[config.mk]
export PLATFORM = sky130hd
export DESIGN_NAME = irqagg_top
export DESIGN_NICKNAME = d
export VERILOG_FILES = /design/src/rtl/irqagg_pkg.sv /design/src/rtl/irqagg_sync.sv /design/src/rtl/irqagg_decode.sv /design/src/rtl/irqagg_bank.sv /design/src/rtl/irqagg_top.sv
export SDC_FILE = /design/constraint.sdc
export NUM_CORES = 1
export LEC_CHECK = 0
export ABC_CLOCK_PERIOD_IN_PS = 1700
export BUFFER_PORTS_ARGS = -buffer_cell sky130_fd_sc_hd__buf_2
export CAP_MARGIN = 20
export CELL_PAD_IN_SITES_DETAIL_PLACEMENT = 0
export CELL_PAD_IN_SITES_GLOBAL_PLACEMENT = 2
export CORE_MARGIN = 2
export CORE_UTILIZATION = 25
export DETAILED_ROUTE_END_ITERATION = 12
export PLACE_DENSITY = 0.65
export SLEW_MARGIN = 15
export SYNTH_ARGS = -nofsm -noshare
export SYNTH_HDL_FRONTEND = slang
export SYNTH_SLANG_ARGS = --single-unit
export TNS_END_PERCENT = 1
[constraint.sdc]
create_clock -name clk -period 1.7 [get_ports clk]
set_input_delay 0.085 -clock clk [delete_from_list [all_inputs] [get_ports clk]]
set_output_delay 0.085 -clock clk [all_outputs]
set_load 0.03 [all_outputs]
[src/rtl/irqagg_pkg.sv]
package irqagg_pkg;
    localparam int unsigned GROUP_BITS = 32;
    localparam int unsigned WORD_BYTES = 4;

    typedef logic [GROUP_BITS-1:0] grp_word_t;

    typedef enum logic [1:0] {
        REG_NONE   = 2'd0,
        REG_ENABLE = 2'd1,
        REG_STATUS = 2'd2
    } reg_kind_e;
endpackage

[src/rtl/irqagg_sync.sv]
module irqagg_sync #(
    parameter int unsigned WIDTH  = 64,
    parameter int unsigned STAGES = 2
) (
    input  logic             clk,
    input  logic             rst_n,
    input  logic [WIDTH-1:0] src_i,
    output logic [WIDTH-1:0] level_o
);
    logic [WIDTH-1:0] pipe_q [STAGES];

    always_ff @(posedge clk or negedge rst_n) begin
        if (!rst_n) begin
            for (int i = 0; i < int'(STAGES); i++) begin
                pipe_q[i] <= '0;
            end
        end else begin
            pipe_q[0] <= src_i;
            for (int i = 1; i < int'(STAGES); i++) begin
                pipe_q[i] <= pipe_q[i-1];
            end
        end
    end

    assign level_o = pipe_q[STAGES-1];
endmodule

[src/rtl/irqagg_decode.sv]
module irqagg_decode
    import irqagg_pkg::*;
#(
    parameter int unsigned NWORDS = 2,
    parameter int unsigned NCPUS  = 2,
    parameter int unsigned ADDR_W = 8,
    localparam int unsigned CPU_W = (NCPUS > 1) ? $clog2(NCPUS) : 1,
    localparam int unsigned GRP_W = (NWORDS > 1) ? $clog2(NWORDS) : 1
) (
    input  logic [ADDR_W-1:0] addr_i,
    output reg_kind_e         kind_o,
    output logic [CPU_W-1:0]  cpu_o,
    output logic [GRP_W-1:0]  grp_o
);
    localparam int unsigned BANK_BYTES  = 2 * WORD_BYTES * NWORDS;
    localparam int unsigned TOTAL_BYTES = BANK_BYTES * NCPUS;

    int unsigned a;
    int unsigned cpu_n;
    int unsigned slot;

    always_comb begin
        a      = 32'(addr_i);
        cpu_n  = a / BANK_BYTES;
        slot   = (a % BANK_BYTES) / WORD_BYTES;
        kind_o = REG_NONE;
        cpu_o  = '0;
        grp_o  = '0;
        if (a[1:0] == 2'b00 && a < TOTAL_BYTES) begin
            cpu_o = CPU_W'(cpu_n);
            if (slot < NWORDS) begin
                kind_o = REG_ENABLE;
                grp_o  = GRP_W'(NWORDS - 1 - slot);
            end else begin
                kind_o = REG_STATUS;
                grp_o  = GRP_W'(2 * NWORDS - 1 - slot);
            end
        end
    end
endmodule

[src/rtl/irqagg_bank.sv]
module irqagg_bank
    import irqagg_pkg::*;
#(
    parameter int unsigned NWORDS = 2,
    localparam int unsigned GRP_W = (NWORDS > 1) ? $clog2(NWORDS) : 1,
    localparam int unsigned SRC_W = NWORDS * GROUP_BITS
) (
    input  logic             clk,
    input  logic             rst_n,
    input  logic             wr_en_i,
    input  logic [GRP_W-1:0] grp_i,
    input  grp_word_t        wdata_i,
    input  logic [SRC_W-1:0] status_i,
    output logic [SRC_W-1:0] enable_o,
    output logic             irq_o
);
    grp_word_t en_q [NWORDS];
    logic      any_hit;

    always_ff @(posedge clk or negedge rst_n) begin
        if (!rst_n) begin
            for (int g = 0; g < int'(NWORDS); g++) begin
                en_q[g] <= '0;
            end
        end else begin
            for (int g = 0; g < int'(NWORDS); g++) begin
                if (wr_en_i && grp_i == GRP_W'(g)) begin
                    en_q[g] <= wdata_i;
                end
            end
        end
    end

    for (genvar g = 0; g < int'(NWORDS); g++) begin : g_flat
        assign enable_o[g*GROUP_BITS +: GROUP_BITS] = en_q[g];
    end

    always_comb begin
        any_hit = |(status_i & enable_o);
    end

    always_ff @(posedge clk or negedge rst_n) begin
        if (!rst_n) begin
            irq_o <= 1'b0;
        end else begin
            irq_o <= any_hit;
        end
    end
endmodule

[src/rtl/irqagg_top.sv]
module irqagg_top
    import irqagg_pkg::*;
#(
    parameter int unsigned NWORDS      = 2,
    parameter int unsigned NCPUS       = 2,
    parameter int unsigned ADDR_W      = 8,
    parameter int unsigned SYNC_STAGES = 2
) (
    input  logic                     clk,
    input  logic                     rst_n,
    input  logic [NWORDS*32-1:0]     src_i,
    input  logic                     bus_req,
    input  logic                     bus_we,
    input  logic [ADDR_W-1:0]        bus_addr,
    input  logic [31:0]              bus_wdata,
    output logic [31:0]              bus_rdata,
    output logic [NCPUS-1:0]         irq_o
);
    localparam int unsigned CPU_W = (NCPUS > 1) ? $clog2(NCPUS) : 1;
    localparam int unsigned GRP_W = (NWORDS > 1) ? $clog2(NWORDS) : 1;
    localparam int unsigned SRC_W = NWORDS * GROUP_BITS;

    logic [SRC_W-1:0] status_q;
    logic [SRC_W-1:0] en_all [NCPUS];
    reg_kind_e        kind;
    logic [CPU_W-1:0] cpu_sel;
    logic [GRP_W-1:0] grp_sel;
    grp_word_t        rd_val;
    grp_word_t        rdata_q;

    irqagg_sync #(.WIDTH(SRC_W), .STAGES(SYNC_STAGES)) u_sync (
        .clk     (clk),
        .rst_n   (rst_n),
        .src_i   (src_i),
        .level_o (status_q)
    );

    irqagg_decode #(.NWORDS(NWORDS), .NCPUS(NCPUS), .ADDR_W(ADDR_W)) u_dec (
        .addr_i (bus_addr),
        .kind_o (kind),
        .cpu_o  (cpu_sel),
        .grp_o  (grp_sel)
    );

    for (genvar c = 0; c < int'(NCPUS); c++) begin : g_bank
        logic wr_here;
        assign wr_here = bus_req && bus_we && (kind == REG_ENABLE)
                         && (cpu_sel == CPU_W'(c));
        irqagg_bank #(.NWORDS(NWORDS)) u_bank (
            .clk      (clk),
            .rst_n    (rst_n),
            .wr_en_i  (wr_here),
            .grp_i    (grp_sel),
            .wdata_i  (bus_wdata),
            .status_i (status_q),
            .enable_o (en_all[c]),
            .irq_o    (irq_o[c])
        );
    end

    always_comb begin
        rd_val = '0;
        unique case (kind)
            REG_ENABLE: begin
                for (int c = 0; c < int'(NCPUS); c++) begin
                    for (int g = 0; g < int'(NWORDS); g++) begin
                        if (cpu_sel == CPU_W'(c) && grp_sel == GRP_W'(g)) begin
                            rd_val = en_all[c][g*GROUP_BITS +: GROUP_BITS];
                        end
                    end
                end
            end
            REG_STATUS: begin
                for (int g = 0; g < int'(NWORDS); g++) begin
                    if (grp_sel == GRP_W'(g)) begin
                        rd_val = status_q[g*GROUP_BITS +: GROUP_BITS];
                    end
                end
            end
            default: rd_val = '0;
        endcase
    end

    always_ff @(posedge clk or negedge rst_n) begin
        if (!rst_n) begin
            rdata_q <= '0;
        end else if (bus_req && !bus_we) begin
            rdata_q <= rd_val;
        end
    end

    assign bus_rdata = rdata_q;
endmodule

==> run metrics <==
status=complete, but fails checks; failing checks=negative setup slack; count leader, synth=dfrtp_1; area leader, netlist=dfrtp_1; DR vias=8150; die area=roughly 46000 um^2; Die Wd=between 200 and 250 um; Yosys reg bits=290; total CTS buffers=31; post-synthesis cell count=725; Synth Net Count=about 830; Post-DP Area=between 10000 and 15000 um^2; Buf/Inv on CP=1; delay of the slowest critical-path stage=0.59 ns; top_reg_cell synth=dfrtp_1; Rows=76; CTS tree=built; WP data arrival=2.34 ns; DR WL met3=2140 um; leakage power total=roughly 7.5 nW; final wirelength=roughly 39000 um; syn avg cell area=around 15 um^2; final setup TNS=-0.382 ns; Clock Skew=0.0167 ns; Data required, critical path=approximately 2.1 ns; MaxCap Viol Count=0; final hold violations=0; Highest Signal Layer=met5; Post-Place Cells=approximately 1600; FMAX=522 MHz; CTS Sinks=290; clock root buffer=clkbuf_16; Die H=214 um; Worst slew margin=0.649; routed len/inst=~22 um; diode count=0; met2 WL=approximately 18000 um; H-tree Lvls=1; ANT nets after route=0; RD Place Congestion=roughly 0.84; RSZ-0062 raised after global routing=true; initial antenna violation count=1; maximum vdd drop=0.565 mV; Final min period=~1.9 ns; Vias/cell=between 4 and 5; final worst slack=-0.217 ns; worst path cell trace=a22o_1 > a221oi_2 > buf_4 > nand4_1 > or4_4; Clk Latency, worst-skew pair=around 0.57 ns; Commonest cells post-synth=dfrtp_1 (290), mux2_2 (153), a22oi_1 (35); largest net degree at the start of global routing=53; vias in the first global route=8602; Slew @ Worst Pin=around 0.53 ns; Synth top area share=0.659; DRT Pass-1 Iters=5; post-DP HPWL=approximately 27000 um; I/O pins=between 100 and 150; asr flop ratio synth=1.00; critical path class=reg -> reg; synth warn=0; EDFF count, synth=0; Post-Layout Cell Count=1728; fin crit share=1.13; global route total overflow=0; Bufs on Longest Clock Path=3; Final Setup Violations=4; CP Max Fanout=2; met1 wire length=roughly 17000 um; area grow syn2layout=43.7%; core area=43300 um^2; sequential area share after synthesis=0.659; Hold Path Class=in -> async; critical path's top delay family=simple AND/OR/NAND/NOR gates; drt first-iter violations=466; synth unique cells=31; crit start category=flip-flop; # DRC=0; Critical Path End Type=flip-flop; CP max stage cell=or4_4; first-pass GRT wire length=between 50000 and 60000 um; gr usage total=0.171; Starting Density=0.254; IO buf count=roughly 140; Max Transition Viols Final=0; Clock transition at path regs=0.06 ns; top post-synthesis cells by area=dfrtp_1 (66%), mux2_2 (16%), a22o_1 (2.6%); final instance area=15800 um^2; mapped cell area=around 11000 um^2; Pwr per Cell Area=~960 nW/um^2; Final #Nets=1227; share of post-route cells with drive strength above 1=0.473; Fin Hold WS=between 0.03 and 0.04 ns
[layout make-up]
type	count	area, um^2
multi-input combinational	389	3630
clock inverter	15	160
inverter	2	7.51
fill	4201	27400
sequential	290	7260
clock buffer	42	887
tap	585	732
timing repair buffer	405	3150
[where the power goes]
part	switching, mW	leakage [nW]	internal (mW)	total, mW
registers	0.172	3.74	7.11	7.28
clock network	2.80	0.523	4.09	6.89
logic	0.514	3.26	0.502	1.02
total	3.48	7.53	11.7	15.2
[kinds of logic (layout without fill, tap and decap cells)]
| kind of cell | count (synthesis) | in the layout | share of synthesized area |
|---|---|---|---|
| buffers and inverters | 46 | 464 | 0.0230 |
| DFF | 290 | 290 | 0.659 |
| muxes | 164 | 164 | 0.167 |
| and+or+nand+nor | 36 | 36 | 0.0209 |
| AOI/OAI and AO/OA | 189 | 189 | 0.130 |
[layer usage]
layer	GRT usage	vias up
met2	0.275	268
met3	0.0316	62
met5	0	-
li1	-	3598
met4	0.0479	2
met1	0.238	4220
[registers in the layout, summed over array words and instances, names as in the netlist]
register,flops
bus_rdata,32
g_bank.u_bank.enable_o,128
g_bank.u_bank.irq_o,2
u_sync.level_o,64
u_sync.pipe_q,64
[cells in the final DEF (no fill, tap or decap), types with 2 or more instances in the layout]
master	instances
a221oi_1	21
a221oi_2	11
a22o_1	30
a22o_4	3
a22oi_1	35
buf_12	16
buf_2	140
buf_4	148
bufinv_16	3
clkbuf_1	4
clkbuf_16	31
clkbuf_8	7
clkinv_2	9
clkinv_4	2
dfrtp_1	286
dfrtp_2	4
dlygate4sd3_1	100
inv_1	2
mux2_1	7
mux2_2	153
mux2i_1	4
nand2_1	5
nand2b_1	3
nand4_1	9
nor2_1	3
nor2_4	3
nor4_2	2
o211ai_1	3
o21ai_0	28
o221ai_1	28
o22ai_1	28
or4_1	2
or4_4	4
[worst reg2reg max path: stages (launching register included)]
cell      delay, ns
dfrtp_1        0.41
a22o_1         0.29
a221oi_2       0.20
buf_4          0.16
nand4_1        0.14
or4_4          0.59
[metrics by stage]
step	util	setup slack, ns	power [mW]
2_1_floorplan	-	-0.175	7.57
3_3_place_gp	0.315	-0.380	8.22
4_1_cts	0.365	-0.181	15.4
5_1_grt	0.366	-0.246	15.8
3_5_place_dp	0.315	-0.395	8.23
6_report	0.366	-0.217	15.2
[path summary, 6_finish.rpt]
path	startpoint	endpoint	slack (ns)	cells after the start
hold / removal	rst_n	u_sync.level_o[33]	0.03	2
min in group clk	bus_addr[4]	bus_rdata[27]	0.07	4
setup reg to reg	g_bank[0].u_bank.enable_o[32]	g_bank[0].u_bank.irq_o	-0.22	5
max in group asynchronous	rst_n	g_bank[0].u_bank.enable_o[32]	1.05	3
setup / recovery	g_bank[0].u_bank.enable_o[32]	g_bank[0].u_bank.irq_o	-0.22	5
hold reg to reg	u_sync.pipe_q[103]	u_sync.level_o[39]	0.34	0
[timing repair]
action | 4_1_cts | 5_1_grt
endpoints found under the setup margin | 2 | 43
hold endpoints to repair | 483 | 0
pin swaps | 5 | 3
setup buffers | 3 | 0
resized for setup | 18 | 4
hold buffers | 100 | 0
No activity file was read; power rests on OpenSTA's default activity.
